`src/rtl/rtc_pkg.sv`:
```
package rtc_pkg;

    localparam int NUM_CNT    = 5;
    localparam int NUM_ALARM  = 3;
    localparam int REF_BITS   = 8;
    localparam int WAVE_SRCS  = 16;
    localparam int ST_ALARM   = 7;
    localparam int ST_WAVE    = 6;

    typedef enum logic [2:0] {
        A_SEC  = 3'd0,
        A_MIN  = 3'd1,
        A_HR   = 3'd2,
        A_DATE = 3'd3,
        A_MON  = 3'd4,
        A_RSV5 = 3'd5,
        A_RSV6 = 3'd6,
        A_CTRL = 3'd7
    } rtc_addr_e;

    typedef struct packed {
        logic [7:0] sec;
        logic [7:0] min;
        logic [7:0] hr;
        logic [7:0] date;
        logic [7:0] mon;
    } rtc_time_t;

    typedef struct packed {
        logic [7:0] sec;
        logic [7:0] min;
        logic [7:0] hr;
    } rtc_alarm_t;

    typedef struct packed {
        logic [3:0] wave_sel;
        logic       alarm_mode;
        logic [1:0] pre_sel;
        logic       run;
    } rtc_ctrl_t;

    localparam rtc_time_t TIME_RESET = '{sec: 8'h00, min: 8'h00, hr: 8'h00,
                                         date: 8'h01, mon: 8'h01};

    // Returns {wrapped, next value} for one BCD step
    function automatic logic [8:0] bcd_step(input logic [7:0] v,
                                            input logic [7:0] last,
                                            input logic [7:0] first);
        if (v == last)
            return {1'b1, first};
        if (v[3:0] == 4'd9)
            return {1'b0, v[7:4] + 4'd1, 4'd0};
        return {1'b0, v[7:4], v[3:0] + 4'd1};
    endfunction

    function automatic logic [7:0] month_last_day(input logic [7:0] mon);
        case (mon)
            8'h02:                      return 8'h28;
            8'h04, 8'h06, 8'h09, 8'h11: return 8'h30;
            default:                    return 8'h31;
        endcase
    endfunction

endpackage

```
`src/rtl/rtc_prescaler.sv`:
```
module rtc_prescaler
    import rtc_pkg::*;
#(
    parameter int DIV_BASE = 8
) (
    input  logic                clk,
    input  logic                rst,
    input  logic                run,
    input  logic                clear,
    input  logic [1:0]          pre_sel,
    output logic                tick,
    output logic                half_wave,
    output logic [REF_BITS-1:0] ref_cnt
);

    localparam int MAX_DIV = DIV_BASE * 8;
    localparam int PW      = $clog2(MAX_DIV) + 1;

    logic [PW-1:0] div_w;
    logic [PW-1:0] cnt_q;

    assign div_w     = PW'(DIV_BASE) << pre_sel;
    assign half_wave = (cnt_q >= (div_w >> 1));

    always_ff @(posedge clk) begin
        if (rst) begin
            cnt_q <= '0;
            tick  <= 1'b0;
        end else if (!run || clear) begin
            cnt_q <= '0;
            tick  <= 1'b0;
        end else if (cnt_q == div_w - PW'(1)) begin
            cnt_q <= '0;
            tick  <= 1'b1;
        end else begin
            cnt_q <= cnt_q + PW'(1);
            tick  <= 1'b0;
        end
    end

    always_ff @(posedge clk) begin
        if (rst)
            ref_cnt <= '0;
        else
            ref_cnt <= ref_cnt + REF_BITS'(1);
    end

endmodule

```
`src/rtl/rtc_counter_chain.sv`:
```
module rtc_counter_chain
    import rtc_pkg::*;
(
    input  logic               clk,
    input  logic               rst,
    input  logic               tick,
    input  logic [NUM_CNT-1:0] wr_en,
    input  logic [7:0]         wdata,
    output rtc_time_t          now
);

    rtc_time_t  nxt;
    logic [8:0] st_sec, st_min, st_hr, st_date, st_mon;
    logic       adv;

    // A seconds write restarts the second, so it also swallows a tick
    assign adv = tick & ~wr_en[0];

    always_comb begin
        st_sec  = bcd_step(now.sec,  8'h59, 8'h00);
        st_min  = bcd_step(now.min,  8'h59, 8'h00);
        st_hr   = bcd_step(now.hr,   8'h23, 8'h00);
        st_date = bcd_step(now.date, month_last_day(now.mon), 8'h01);
        st_mon  = bcd_step(now.mon,  8'h12, 8'h01);

        nxt = now;
        if (adv) begin
            nxt.sec = st_sec[7:0];
            if (st_sec[8]) begin
                nxt.min = st_min[7:0];
                if (st_min[8]) begin
                    nxt.hr = st_hr[7:0];
                    if (st_hr[8]) begin
                        nxt.date = st_date[7:0];
                        if (st_date[8])
                            nxt.mon = st_mon[7:0];
                    end
                end
            end
        end

        if (wr_en[0]) nxt.sec  = wdata;
        if (wr_en[1]) nxt.min  = wdata;
        if (wr_en[2]) nxt.hr   = wdata;
        if (wr_en[3]) nxt.date = wdata;
        if (wr_en[4]) nxt.mon  = wdata;
    end

    always_ff @(posedge clk) begin
        if (rst)
            now <= TIME_RESET;
        else
            now <= nxt;
    end

endmodule

```
`src/rtl/rtc_alarm_irq.sv`:
```
module rtc_alarm_irq
    import rtc_pkg::*;
(
    input  logic                 clk,
    input  logic                 rst,
    input  rtc_time_t            now,
    input  logic [NUM_ALARM-1:0] latch_wr,
    input  logic [7:0]           wdata,
    input  logic                 alarm_mode,
    input  logic [3:0]           wave_sel,
    input  logic [REF_BITS-1:0]  ref_cnt,
    input  logic                 half_wave,
    input  logic                 status_rd,
    output logic                 alarm_hit,
    output logic                 irq_n,
    output logic                 clkout,
    output logic [7:0]           status
);

    rtc_alarm_t           alm_q;
    logic                 hit_q;
    logic                 alarm_f, wave_f;
    logic [WAVE_SRCS-1:0] src;
    logic                 wave_nxt;

    always_ff @(posedge clk) begin
        if (rst) begin
            alm_q <= '0;
        end else begin
            if (latch_wr[0]) alm_q.sec <= wdata;
            if (latch_wr[1]) alm_q.min <= wdata;
            if (latch_wr[2]) alm_q.hr  <= wdata;
        end
    end

    assign alarm_hit = alarm_mode && (now.sec == alm_q.sec) &&
                       (now.min == alm_q.min) && (now.hr == alm_q.hr);

    // Wave sources: 0 off, 1..8 reference divider, 9 prescaler, 10..15 counters
    assign src[0] = 1'b0;
    for (genvar i = 0; i < REF_BITS; i++) begin : g_ref_src
        assign src[i+1] = ref_cnt[i];
    end
    assign src[REF_BITS+1] = half_wave;
    assign src[REF_BITS+2] = now.sec[0];
    assign src[REF_BITS+3] = now.sec[4];
    assign src[REF_BITS+4] = now.min[0];
    assign src[REF_BITS+5] = now.hr[0];
    assign src[REF_BITS+6] = now.date[0];
    assign src[REF_BITS+7] = now.mon[0];

    assign wave_nxt = src[wave_sel];

    always_ff @(posedge clk) begin
        if (rst) begin
            clkout  <= 1'b0;
            hit_q   <= 1'b0;
            alarm_f <= 1'b0;
            wave_f  <= 1'b0;
        end else begin
            clkout  <= wave_nxt;
            hit_q   <= alarm_hit;
            // A new event in the reading cycle survives the clear
            alarm_f <= (alarm_f & ~status_rd) | (alarm_hit & ~hit_q);
            wave_f  <= (wave_f & ~status_rd) | (wave_nxt & ~clkout);
        end
    end

    always_comb begin
        status           = '0;
        status[ST_ALARM] = alarm_f;
        status[ST_WAVE]  = wave_f;
    end

    assign irq_n = ~(alarm_f | wave_f);

endmodule

```
`src/rtl/rtc_calendar.sv`:
```
module rtc_calendar
    import rtc_pkg::*;
#(
    parameter int DIV_BASE = 8
) (
    input  logic       clk,
    input  logic       rst,
    input  logic [2:0] addr,
    input  logic       wr,
    input  logic       rd,
    input  logic [7:0] wdata,
    output logic [7:0] rdata,
    output logic       irq_n,
    output logic       clkout
);

    rtc_ctrl_t            ctrl_q;
    rtc_time_t            now, snap_q;
    logic [NUM_CNT-1:0]   cnt_wr;
    logic [NUM_ALARM-1:0] latch_wr;
    logic                 tick, half_wave, alarm_hit, status_rd;
    logic [REF_BITS-1:0]  ref_cnt;
    logic [7:0]           status;

    for (genvar i = 0; i < NUM_CNT; i++) begin : g_cnt_wr
        if (i < NUM_ALARM) begin : g_redir
            assign cnt_wr[i]   = wr && (addr == 3'(i)) && !ctrl_q.alarm_mode;
            assign latch_wr[i] = wr && (addr == 3'(i)) &&  ctrl_q.alarm_mode;
        end else begin : g_plain
            assign cnt_wr[i]   = wr && (addr == 3'(i));
        end
    end

    assign status_rd = rd && (addr == A_CTRL);

    always_ff @(posedge clk) begin
        if (rst)
            ctrl_q <= '0;
        else if (wr && addr == A_CTRL)
            ctrl_q <= rtc_ctrl_t'(wdata);
    end

    rtc_prescaler #(.DIV_BASE(DIV_BASE)) u_pre (
        .clk       (clk),
        .rst       (rst),
        .run       (ctrl_q.run),
        .clear     (cnt_wr[0]),
        .pre_sel   (ctrl_q.pre_sel),
        .tick      (tick),
        .half_wave (half_wave),
        .ref_cnt   (ref_cnt)
    );

    rtc_counter_chain u_chain (
        .clk   (clk),
        .rst   (rst),
        .tick  (tick),
        .wr_en (cnt_wr),
        .wdata (wdata),
        .now   (now)
    );

    rtc_alarm_irq u_alarm (
        .clk        (clk),
        .rst        (rst),
        .now        (now),
        .latch_wr   (latch_wr),
        .wdata      (wdata),
        .alarm_mode (ctrl_q.alarm_mode),
        .wave_sel   (ctrl_q.wave_sel),
        .ref_cnt    (ref_cnt),
        .half_wave  (half_wave),
        .status_rd  (status_rd),
        .alarm_hit  (alarm_hit),
        .irq_n      (irq_n),
        .clkout     (clkout),
        .status     (status)
    );

    always_ff @(posedge clk) begin
        if (rst) begin
            snap_q <= TIME_RESET;
            rdata  <= '0;
        end else if (rd) begin
            case (rtc_addr_e'(addr))
                A_SEC: begin
                    rdata  <= now.sec;
                    snap_q <= now;
                end
                A_MIN:   rdata <= snap_q.min;
                A_HR:    rdata <= snap_q.hr;
                A_DATE:  rdata <= snap_q.date;
                A_MON:   rdata <= snap_q.mon;
                A_CTRL:  rdata <= status;
                default: rdata <= '0;
            endcase
        end
    end

endmodule

```
`config.mk`:
```
export PLATFORM = sky130hd
export DESIGN_NAME = rtc_calendar
export DESIGN_NICKNAME = d
export VERILOG_FILES = /design/src/rtl/rtc_pkg.sv /design/src/rtl/rtc_prescaler.sv /design/src/rtl/rtc_counter_chain.sv /design/src/rtl/rtc_alarm_irq.sv /design/src/rtl/rtc_calendar.sv
export SDC_FILE = /design/constraint.sdc
export NUM_CORES = 1
export LEC_CHECK = 0
export BUFFER_PORTS_ARGS = -buffer_cell sky130_fd_sc_hd__buf_2
export CAP_MARGIN = 10
export CORE_ASPECT_RATIO = 0.7
export CORE_MARGIN = 5
export CORE_UTILIZATION = 48
export CTS_BUF_LIST = sky130_fd_sc_hd__clkbuf_8
export CTS_CLUSTER_DIAMETER = 80
export CTS_CLUSTER_SIZE = 25
export DETAILED_ROUTE_END_ITERATION = 16
export GPL_ROUTABILITY_DRIVEN = 0
export PLACE_DENSITY_LB_ADDON = 0.12
export SLEW_MARGIN = 20
export SYNTH_ARGS = -nofsm -noshare
export SYNTH_HDL_FRONTEND = slang
export SYNTH_SLANG_ARGS = --single-unit
```
`constraint.sdc`:
```
create_clock -name clk -period 2.5 [get_ports clk]
set_input_delay 0.5 -clock clk [delete_from_list [all_inputs] [get_ports clk]]
set_output_delay 0.5 -clock clk [all_outputs]
set_load 0.01 [all_outputs]
```
; Word-level counts from Yosys, hierarchy flattened
; Index checks and enable logic that the tools add are counted.
[totals]
register_bits = 132
in_bits = 15
output_inout_bits = 10
word_cells = 185
[op_classes]
n_addsub = 13
order_cmp = 2
n_eq_ne = 24
n_shift = 1
muxes = 50
n_bitwise = 13
reduce_logical = 53
[ops]
columns = cell, count
row1 = $mux W9, 16
row2 = $mux W8, 10
row3 = $pmux W8 S6, 1
row4 = $add A4 B1 Y4 const B, 10
row5 = $mux W40, 1
row6 = $mux W32, 1
row7 = $reduce_bool A2 Y1, 15
row8 = $eq A8 B8 Y1, 3
row9 = $mux W24, 1
row10 = $eq A4 B4 Y1 const B, 5
row11 = $mux W1, 17
row12 = $eq A8 B3 Y1 const B, 2
row13 = $eq A8 B5 Y1 const B, 2
row14 = $eq A8 B7 Y1 const B, 2
row15 = $logic_and A1 B1 Y1, 16
row16 = $mux W16, 1
row17 = $reduce_bool A3 Y1, 5
row18 = $pmux W5 S2, 1
row19 = $reduce_and A5 Y1, 2
row20 = $add A8 B1 Y8 const B, 1
row21 = $eq A8 B2 Y1 const B, 1
row22 = $eq A8 B4 Y1 const B, 1
row23 = $eq A8 B6 Y1, 1
row24 = $eq A8 B6 Y1 const B, 1
row25 = 23 further kinds, 40

; Longest topological paths before layout
; Gate-level depths: netlist of the first run.
[logic_depth]
depth_word = 14
ltp_mapped = 9
ltp_nobuf = 8

; Hierarchy
; Synthesis of the first run repeated with hierarchy kept, for this count alone.
[unflattened]
hier_cells = 857
hier_area_um2 = 7143.1
[modules_own_cells]
columns = module, instances, cells_per_inst, area_per_inst_um2, seq_area_each_um2
row1 = rtc_counter_chain, 1, 348, 2753.9, 800.8
row2 = rtc_calendar, 1, 265, 2097.0, 960.9
row3 = rtc_alarm_irq, 1, 160, 1514.0, 560.5
row4 = rtc_prescaler, 1, 84, 778.2, 320.3

; Least setup slack after synthesis of the first run
; No wires, ideal clock.
[synth_path]
path_kind = in2reg
start = input port addr[2]
end = register, netlist name u_chain.now[2]
t_arrival_ns = 2.141
required_time_ns = 2.409
path_slack_ns = 0.268
path_stages = 7
n_path_buf = 1
cell_sequence = clkbuf_1 nand2b_1 or4_1 and4_1 o2111a_1 a31o_2 a311oi_1
[synth_between]
elab_chain_cells = 7
elab_cells_between_ends = 14
[synth_lines]
columns = element, line
row1 = from (decl), rtc_calendar.sv:8  ; input logic [2:0] addr,
row2 = $logic_not A3 Y1, rtc_calendar.sv:27  ; assign cnt_wr[i] = wr && (addr == 3'(i)) && !ctrl_q.alarm_mode;
row3 = $logic_and A1 B1 Y1 (2 in series), rtc_calendar.sv:27
row4 = $not A1 Y1, rtc_counter_chain.sv:17  ; assign adv = tick & ~wr_en[0];
row5 = $and A1 B1 Y1, rtc_counter_chain.sv:17
row6 = $reduce_bool A2 Y1 (no source line), n/a
row7 = $reduce_and A5 Y1 (no source line), n/a
; Parallel ways exist; a longest one is shown, timed or not.
; A chain may end at the register's enable or synchronous reset.

; Final worst setup path of the first run
[layout_path]
start = register, netlist name u_chain.now[4]
end = register, netlist name u_chain.now[10]
[layout_between]
elab_chain_cells = 11
elab_cells_between_ends = 15
[layout_lines]
columns = element, line
row1 = $eq A8 B3 Y1 (tied with other cells), rtc_pkg.sv:57  ; case (mon)
row2 = $reduce_or A4 Y1, rtc_pkg.sv:57
row3 = $pmux W5 S2 (*), rtc_pkg.sv:57
row4 = $eq A8 B6 Y1 (*), rtc_pkg.sv:49  ; if (v == last)
row5 = $mux W1 (*), rtc_pkg.sv:49
row6 = $mux W9 (*), rtc_pkg.sv:51  ; if (v[3:0] == 4'd9)
row7 = $mux W16 (*), rtc_counter_chain.sv:33  ; if (st_hr[8]) begin
row8 = $mux W24 (*), rtc_counter_chain.sv:31  ; if (st_min[8]) begin
row9 = $mux W32 (*), rtc_counter_chain.sv:29  ; if (st_sec[8]) begin
row10 = $mux W40 (*), rtc_counter_chain.sv:27  ; if (adv) begin
row11 = $mux W8 (*), rtc_counter_chain.sv:45  ; if (wr_en[3]) nxt.date = wdata;
; Every way passes the cells marked *; elsewhere a longest branch is shown, timed or not. The select of a mux whose other input is x is not followed.

==> flow_summary_export.csv, run 1 <==
group,metric,value,unit
status,status,"completed",
logic_synthesis,ys_seq_area_share,37.69,%
placement,post-place-cells,1053,
timing,hold_viol_final,0,
drt,drt_iter0_markers,531,
finish,insertedDiodeCount,0,
setup_path,crit_chain,"inv_1 > ha_2 > nor3b_1 > nand3_1 > a211oi_2 > o211ai_1 > a221o_1 > a22o_1",
logic_synthesis,synth_ff_type,"dfxtp_1",
setup_path,arrival,2.73,ns
die,coreArea,14490,um^2
drt,vias,6450,
clock_network,htree_levels,4,
clock_network,clk-insertion-delay-late,0.45,ns
finish,stdcell_count,1085,
logic_synthesis,syn_nets,884,
timing,timing.hold.ws,0.4499,ns
drt,ant_nets,0,
logic_synthesis,synth_top_area_share,37.69,%
logic_synthesis,ys_warn_count,0,
logic_synthesis,netlist-cell-type-count,70,
logic_synthesis,syn_inst,846,
grt,grt_max_degree,71,
timing,slew_violations,0,
grt,grt_pass1_vias,6106,
timing,fmax,418.1,MHz
logic_synthesis,ys_ff_latch,132,
grt,antenna_found_initial,0,
timing,tightest_slew,0.7796,ns
power_and_ir_drop,pwr_density_cell,578.3,nW/um^2
placement,port_buffers,24,
setup_path,start_kind,"flip-flop",
finish,area_delta_synth_final,14.28,%
setup_path,crit_path_end_kind,"flip-flop",
die,io_pins,25,
die,die_x,154.5,um
logic_synthesis,synth_top_cell_by_area,"dfxtp_1",
die,num_rows,37,
grt,track_usage,23.77,%
die,start_util,48.39,%
timing,post-route-period-util,95.66,%
clock_network,cts_num_sinks,132,
die,die_area,17160,um^2
logic_synthesis,syn_avg_cell_area,8.288,um^2
setup_path,crit_buf_inv,1,
power_and_ir_drop,vdd_drop_max,0.3189,mV
setup_path,cp.required,2.84,ns
grt,grt_pass1_wl,32760,um
timing,rsz0062_at_grt,"false",
setup_path,critical-path-top-delay-family,"compound AO/OA/AOI/OAI gates",
clock_network,cts_tree,"done",
drt,drc,0,
clock_network,cts_setup_buffers,0,
setup_path,worstPathMaxFanout,6,
drt,vias_per_cell,5.945,
die,fp.dieH,111.1,um
finish,fin_nets,915,
grt,grt_overflow,0,
clock_network,clock_path_buffers,2,
finish,layout-drive-gt1-share,15.06,%
min_path,hp-class,"reg2reg",
timing,clock_skew,0.01163,ns
clock_network,cts-root-buf,"clkbuf_8",
setup_path,slowest_stage,"nor3b_1",
drt,routed_wl,20200,um
logic_synthesis,synth_edf_count,0,
timing,period_needed,2.392,ns
clock_network,hold_buffers,0,
timing,setup_violations,0,
timing,setup_tns,0,ns
logic_synthesis,syn-cell-area,7012,um^2
drt,dr.pass1.iters,5,
power_and_ir_drop,leakage,3.095,nW
setup_path,critPathKind,"reg2reg",
clock_network,ctsResizeCount,0,
timing,maxSlewHeadroom,48.03,%
setup_path,cpPeakStageDelay,0.37,ns
job,cap_violations,0,
clock_network,cts_buffers,17,
placement,dp_hpwl,14410,um
logic_synthesis,synthArstFlopShare,0,%
drt,wl_per_cell,18.62,um
logic_synthesis,ys_top_cells_by_area,"dfxtp_1 (38%), mux2i_1 (6.6%), nand2_1 (6.0%)",
clock_network,clkTransAtPathRegs,0.08,ns
[where the power goes]
group	internal, mW	switching (mW)	total, mW	leakage, nW
clock network	1.20	0.904	2.10	0.223
logic	0.128	0.231	0.359	1.80
registers	2.13	0.0409	2.17	1.07
[final timing paths]
check / start / end / slack [ns] / cells past startpoint
setup / recovery: u_chain.now[4] / u_chain.now[10] / 0.11 / 8
hold / removal: u_alarm.clkout / u_alarm.wave_f / 0.45 / 1
setup reg to reg: u_chain.now[4] / u_chain.now[10] / 0.11 / 8
hold reg to reg: u_alarm.clkout / u_alarm.wave_f / 0.45 / 1
[Yosys cell counts (8+ instances only)]
cell type and number:
nand3_1 29, nor4_1 8, ha_1 23, nand2b_1 10, a21oi_1 69, nor2_1 99
inv_1 17, nor2b_1 18, clkbuf_1 45, nand2_1 113, a211oi_1 15, dfxtp_1 132
buf_1 8, o21ai_0 21, xnor2_1 16, mux2i_1 46, nor3_1 14, nand4_1 9
xor2_1 27
[logic make-up after synthesis]
group                    after synthesis  synth area share [%]
buffers and inverters                 76                 4.301
adder cells (fa/ha/maj)               23                 4.104
XOR/XNOR                              43                 5.371
flip-flops                           132                 37.69
AND/OR/NAND/NOR                      350                 24.29
AO/OA/AOI/OAI                        169                 15.92
multiplexers                          53                 8.333
[registers in the layout, indices dropped and copies added, names as in the netlist]
signal / count
u_pre.tick: 1
u_chain.now: 40
u_pre.cnt_q: 7
rdata: 8
u_alarm.alm_q: 24
u_alarm.alarm_f: 1
u_alarm.clkout: 1
ctrl_q: 8
u_pre.ref_cnt: 8
u_alarm.hit_q: 1
u_alarm.wave_f: 1
snap_q: 32
[cell usage in the layout (no fill, tap or decap), types with 4 or more instances in the layout]
cell type,count
xor2_1,27
a22o_1,5
mux4_2,4
o31ai_1,6
nor3_1,14
nor4_1,8
o21ai_0,21
nand2b_1,10
o211ai_1,4
a21oi_1,69
nand3_1,29
clkinv_4,4
and3_1,4
a311oi_1,6
o221ai_1,4
nor3b_1,4
a22oi_1,4
nand2_1,113
nor4b_1,4
inv_1,17
nand4_1,9
mux2i_1,46
nor2_1,99
and3b_1,5
ha_1,22
a211oi_1,15
dfxtp_1,130
nand3b_1,7
xnor2_1,16
bufinv_16,5
nor2b_1,18
clkbuf_8,17
o22ai_1,4
or3_1,4
buf_2,23
buf_4,46
[metrics by stage]
stage	worst slack, ns	util, %	power, mW	area (um^2)
6_report	0.1084	55.30	4.634	8013
2_1_floorplan	0.2679	-	2.441	7012
4_1_cts	0.02699	55.18	4.667	7995
3_5_place_dp	0.03634	51.97	2.572	7531
3_3_place_gp	0.1974	51.97	2.567	7531
5_1_grt	0.01807	55.30	4.825	8013
[final cells by class]
class                   count  area (um^2)
clock buffers              17        234.0
clock inverters            15        230.2
fillers                  1341         6477
inverters                  17        63.81
multi-input cells         638         4095
flip-flops and latches    132         2645
well taps                 195        244.0
repair buffers             71        500.5
[metal layers]
layer / global-route usage, % / wire, um / vias up / share of wire, %
li1: - / - / 3052 / -
met2: 35.20 / 8839 / 239 / 44
met3: 5.072 / 1502 / 51 / 7.4
met4: 9.118 / 581 / 0 / 2.9
met5: 0 / 0 / - / 0
met1: 33.78 / 9278 / 3108 / 46
(Power assumes the default switching activity.)
==> run 2: changes to the inputs <==
--- a/config.mk
+++ b/config.mk
@@ -9,7 +9,7 @@
 export CAP_MARGIN = 10
 export CORE_ASPECT_RATIO = 0.7
 export CORE_MARGIN = 5
-export CORE_UTILIZATION = 48
+export CORE_UTILIZATION = 55
 export CTS_BUF_LIST = sky130_fd_sc_hd__clkbuf_8
 export CTS_CLUSTER_DIAMETER = 80
 export CTS_CLUSTER_SIZE = 25
@@ -19,4 +19,5 @@
 export SLEW_MARGIN = 20
 export SYNTH_ARGS = -nofsm -noshare
 export SYNTH_HDL_FRONTEND = slang
+export SYNTH_HIERARCHICAL = 1
 export SYNTH_SLANG_ARGS = --single-unit
==> flow_summary_export.csv, run 2 <==
group,metric,value,unit
setup_path,slowest_stage,"nor4b_1",
logic_synthesis,syn_avg_cell_area,8.339,um^2
drt,dr.pass1.iters,5,
drt,routed_wl,21360,um
drt,vias_per_cell,6.174,
clock_network,cts-root-buf,"clkbuf_8",
logic_synthesis,ys_warn_count,6,
timing,tightest_slew,0.7262,ns
clock_network,clock_path_buffers,2,
grt,grt_pass1_vias,6354,
timing,period_needed,2.410,ns
setup_path,critPathKind,"reg2reg",
finish,nFillCells,1080,
setup_path,r2r.worst_path.cells,6,
timing,hold_viol_final,0,
timing,setup_violations,0,
min_path,hp-class,"in2reg",
drt,wl_per_cell,19.62,um
finish,fin_nets,950,
drt,drc,0,
placement,dp_slack,-0.04823,ns
finish,stdcell_count,1089,
power_and_ir_drop,leakage,3.097,nW
timing,slew_violations,0,
finish,multi_input_area,4180,um^2
power_and_ir_drop,vdd_drop_max,0.2936,mV
setup_path,crit_chain,"or3b_2 > nor4b_1 > a211o_1 > nand4_4 > nor3b_4 > a2111oi_2",
status,status,"completed",
setup_path,cp.required,2.85,ns
timing,clock_skew,0.01442,ns
die,coreArea,12550,um^2
clock_network,hold_buffers,0,
finish,area_delta_synth_final,13.30,%
drt,vias,6723,
finish,largest_reg_flops,40,
clock_network,cts_buffers,17,
finish,layout-drive-gt1-share,15.97,%
setup_path,cpPeakStageDelay,0.57,ns
grt,grt_overflow,0,
finish,top_regs,"u_chain/now (40), snap_q (32), u_alarm/alm_q (24)",
job,cap_violations,0,
finish,insertedDiodeCount,0,
clock_network,clkTransAtPathRegs,0.08,ns
finish,stdcell_area,8088,um^2
min_path,min_delay_path_depth,3,
setup_path,arrival,2.76,ns
finish,final_cell_mix,"dfxtp_1 (131), nand2_1 (114), a21oi_1 (78)",
grt,track_usage,27.31,%
clock_network,clk-insertion-delay-late,0.45,ns
placement,dp_hpwl,15340,um
setup_path,rr_startpoint,"u_chain/now[6]",
placement,placed_cell_area,7655,um^2
timing,setup_ws,0.09027,ns
die,die_area,15390,um^2
timing,post-route-period-util,96.39,%
min_path,holdPathEnd,"ctrl_q[2]",
placement,port_buffers,24,
finish,final_common_cell,"dfxtp_1",
setup_path,reg2reg_slack,0.09,ns
drt,drt_iter0_markers,874,
grt,antenna_found_initial,0,
die,die_x,146.2,um
power_and_ir_drop,pwr_density_cell,516.2,nW/um^2
logic_synthesis,syn-cell-area,7138,um^2
timing,maxSlewHeadroom,51.59,%
die,start_util,56.88,%
logic_synthesis,syn_inst,856,
setup_path,worstPathMaxFanout,6,
clock_network,cts_num_sinks,132,
setup_path,crit_path_end_kind,"flip-flop",
min_path,hold_start,"wdata[2]",
finish,top_register,"u_chain/now",
finish,regArea,2644,um^2
timing,fmax,415.0,MHz
clock_network,htree_levels,4,
placement,post-place-cells,1050,
die,io_pins,25,
setup_path,r2r_end,"u_chain/now[7]",
setup_path,start_kind,"flip-flop",
drt,ant_nets,0,
grt,grt_pass1_wl,33530,um
die,num_rows,34,
grt,grt_max_degree,65,
clock_network,cts_tree,"done",
die,fp.dieH,105.3,um
-- run 2: report_power, final --
| group | switching, mW | internal (mW) |
|---|---|---|
| sequential | 0.0307 | 2.13 |
| combinational | 0.250 | 0.140 |
| clock | 0.900 | 0.721 |
| total | 1.18 | 2.99 |
-- run 2: metal layers --
layer / wire, um / GRT usage [%]
met5: 0 / 0
met4: 522 / 10.20
met3: 2568 / 7.937
met2: 8822 / 39.02
met1: 9448 / 38.98
-- run 2: per-stage QoR --
stage / setup TNS [ns] / total power [mW] / hold WS, ns / utilization (%)
2_1_floorplan: -0.05419 / 2.446 / 0.4293 / -
3_3_place_gp: 0 / 2.577 / 0.4383 / 61.00
3_5_place_dp: -0.04823 / 2.587 / 0.4460 / 61.00
4_1_cts: 0 / 4.191 / 0.3826 / 64.08
5_1_grt: -0.04885 / 4.336 / 0.4068 / 64.45
6_report: 0 / 4.175 / 0.4028 / 64.45
-- run 2: repair_timing --
item,CTS,global route
resized for setup,4,4
endpoints found under the hold margin,0,0
setup endpoints to repair,1,8
buffers inserted,3,4
pin swaps,0,4
-- run 2: critical path, delay by kind of cell (launching register included) --
family	cells	cell delay (ns)
AND/OR/NAND/NOR	4	1.45
AO/OA/AOI/OAI	2	0.53
flip-flops	1	0.34
-- run 2: worst max-delay path by stage --
stage	startpoint	endpoint	slack, ns
after CTS	u_chain/now[5]	u_chain/now[7]	0.01
final	u_chain/now[6]	u_chain/now[7]	0.09
after global routing	u_chain/now[5]	u_chain/now[7]	-0.03
after floorplan	addr[0]	u_chain/now[7]	-0.05
after detailed placement	u_chain/now[5]	u_chain/now[7]	-0.05
after global placement	u_chain/now[5]	u_chain/now[7]	0.04
-- run 2: cell type report --
class | instances | share of cell area, %
Clock buffer | 18 | 3.063
Inverter | 24 | 1.114
Tap cell | 162 | 2.506
Timing Repair Buffer | 88 | 7.658
Multi-Input combinational cell | 651 | 51.69
Sequential cell | 132 | 32.69
Clock inverter | 14 | 1.284
==> run 3: changes to the inputs <==
--- a/config.mk
+++ b/config.mk
@@ -19,5 +19,4 @@
 export SLEW_MARGIN = 20
 export SYNTH_ARGS = -nofsm -noshare
 export SYNTH_HDL_FRONTEND = slang
-export SYNTH_HIERARCHICAL = 1
 export SYNTH_SLANG_ARGS = --single-unit
==> flow_summary_export.csv, run 3 (synthesis gave the netlist of run 1 again) <==
group,metric,value,unit
setup_path,crit_buf_inv,1,
finish,area_delta_synth_final,12.29,%
die,io_pins,25,
drt,drt_iter0_markers,615,
timing,post-route-period-util,96.24,%
timing,rsz0062_at_grt,"false",
drt,routed_wl,19640,um
clock_network,clk-insertion-delay-late,0.45,ns
setup_path,critPathKind,"reg2reg",
power_and_ir_drop,pwr_density_cell,525.0,nW/um^2
job,cap_violations,0,
setup_path,cp.required,2.88,ns
finish,nFillCells,1106,
grt,grt_pass1_vias,5942,
finish,insertedDiodeCount,0,
clock_network,clock_path_buffers,2,
die,die_x,145.0,um
die,num_rows,34,
finish,final_cell_mix,"dfxtp_1 (132), nand2_1 (113), nor2_1 (99)",
finish,final_common_cell,"dfxtp_1",
timing,period_needed,2.406,ns
finish,fin_nets,921,
grt,grt_pass1_wl,31700,um
grt,antenna_found_initial,0,
setup_path,start_kind,"flip-flop",
die,start_util,56.25,%
setup_path,cpPeakStageDelay,0.50,ns
setup_path,arrival,2.79,ns
drt,vias_per_cell,6.084,
placement,dp_hpwl,14210,um
finish,stdcell_count,1058,
timing,clock_skew,0.01072,ns
placement,post-place-cells,1026,
drt,vias,6437,
drt,drc,0,
finish,top_register,"u_chain.now",
power_and_ir_drop,leakage,3.067,nW
power_and_ir_drop,vdd_drop_max,0.3350,mV
drt,ant_nets,0,
grt,grt_max_degree,91,
min_path,hp-class,"in2reg",
die,fp.dieH,104.5,um
clock_network,htree_levels,4,
clock_network,hold_buffers,0,
timing,setup_tns,0,ns
power_and_ir_drop,power.total,4.134,mW
clock_network,clkTransAtPathRegs,0.08,ns
finish,top_regs,"u_chain.now (40), snap_q (32), u_alarm.alm_q (24)",
timing,tightest_slew,0.6395,ns
die,coreArea,12460,um^2
timing,maxSlewHeadroom,57.21,%
finish,multi_input_area,4090,um^2
clock_network,cts_buffers,17,
setup_path,worstPathMaxFanout,6,
timing,setup_violations,0,
setup_path,slowest_stage,"or4_1",
setup_path,crit_path_end_kind,"flip-flop",
setup_path,critical-path-top-delay-family,"simple AND/OR/NAND/NOR gates",
die,die_area,15140,um^2
finish,largest_reg_flops,40,
timing,slew_violations,0,
timing,fmax,415.6,MHz
grt,grt_overflow,0,
clock_network,cts_num_sinks,132,
clock_network,cts_tree,"done",
drt,dr.pass1.iters,5,
placement,port_buffers,24,
status,status,"completed",
grt,track_usage,25.78,%
drt,wl_per_cell,18.57,um
finish,regArea,2643,um^2
clock_network,cts-root-buf,"clkbuf_8",
finish,layout-drive-gt1-share,15.29,%
setup_path,crit_chain,"inv_1 > ha_1 > or3b_2 > nor4_2 > o21ai_2 > o211a_2 > or4_1 > a21oi_1",
timing,hold_viol_final,0,
==> run 3: power by group <==
part           internal (mW)  switching (mW)  leakage [nW]
registers               2.13          0.0423          1.07
logic                  0.133           0.225          1.83
clock network          0.686           0.914         0.168
==> run 3: metrics by stage <==
stage,instance area (um^2),hold WS [ns],setup WS (ns),util (%)
6_report,7874,0.4240,0.09398,63.17
2_1_floorplan,7012,0.4249,0.2679,-
3_5_place_dp,7522,0.4470,0.1212,60.35
4_1_cts,7864,0.4066,0.1026,63.09
3_3_place_gp,7522,0.4398,0.1912,60.35
5_1_grt,7874,0.4121,0.005938,63.17
==> run 3: what timing repair did <==
item	4_1_cts	5_1_grt
gates resized for setup	0	2
setup buffers	0	0
setup endpoints to repair	0	3
==> run 3: metal layers <==
metal | global-route usage, % | share of wire, %
met1 | 37.05 | 47
met2 | 38.26 | 44
met3 | 4.922 | 7.4
met4 | 9.677 | 2.3
met5 | 0 | 0
==> run 3: final cells by class <==
class | count | share of cell area [%]
multi-input cells | 638 | 51.95
flip-flops and latches | 132 | 33.56
repair buffers | 77 | 6.769
clock buffers | 17 | 2.972
well taps | 162 | 2.574
clock inverters | 15 | 1.367
inverters | 17 | 0.8104
==> run 3: worst min-delay path, stage by stage <==
cell,delay [ns]
buf_2,0.19
nand2_1,0.08
a21oi_1,0.05
==> run 3: path summary, 6_finish.rpt <==
kind              depth (start not counted)  slack, ns             end            from
hold / removal                            3       0.42       ctrl_q[2]        wdata[2]
hold reg to reg                           2       0.46      snap_q[17]      snap_q[17]
setup reg to reg                          8       0.09  u_chain.now[9]  u_chain.now[4]
setup / recovery                          8       0.09  u_chain.now[9]  u_chain.now[4]
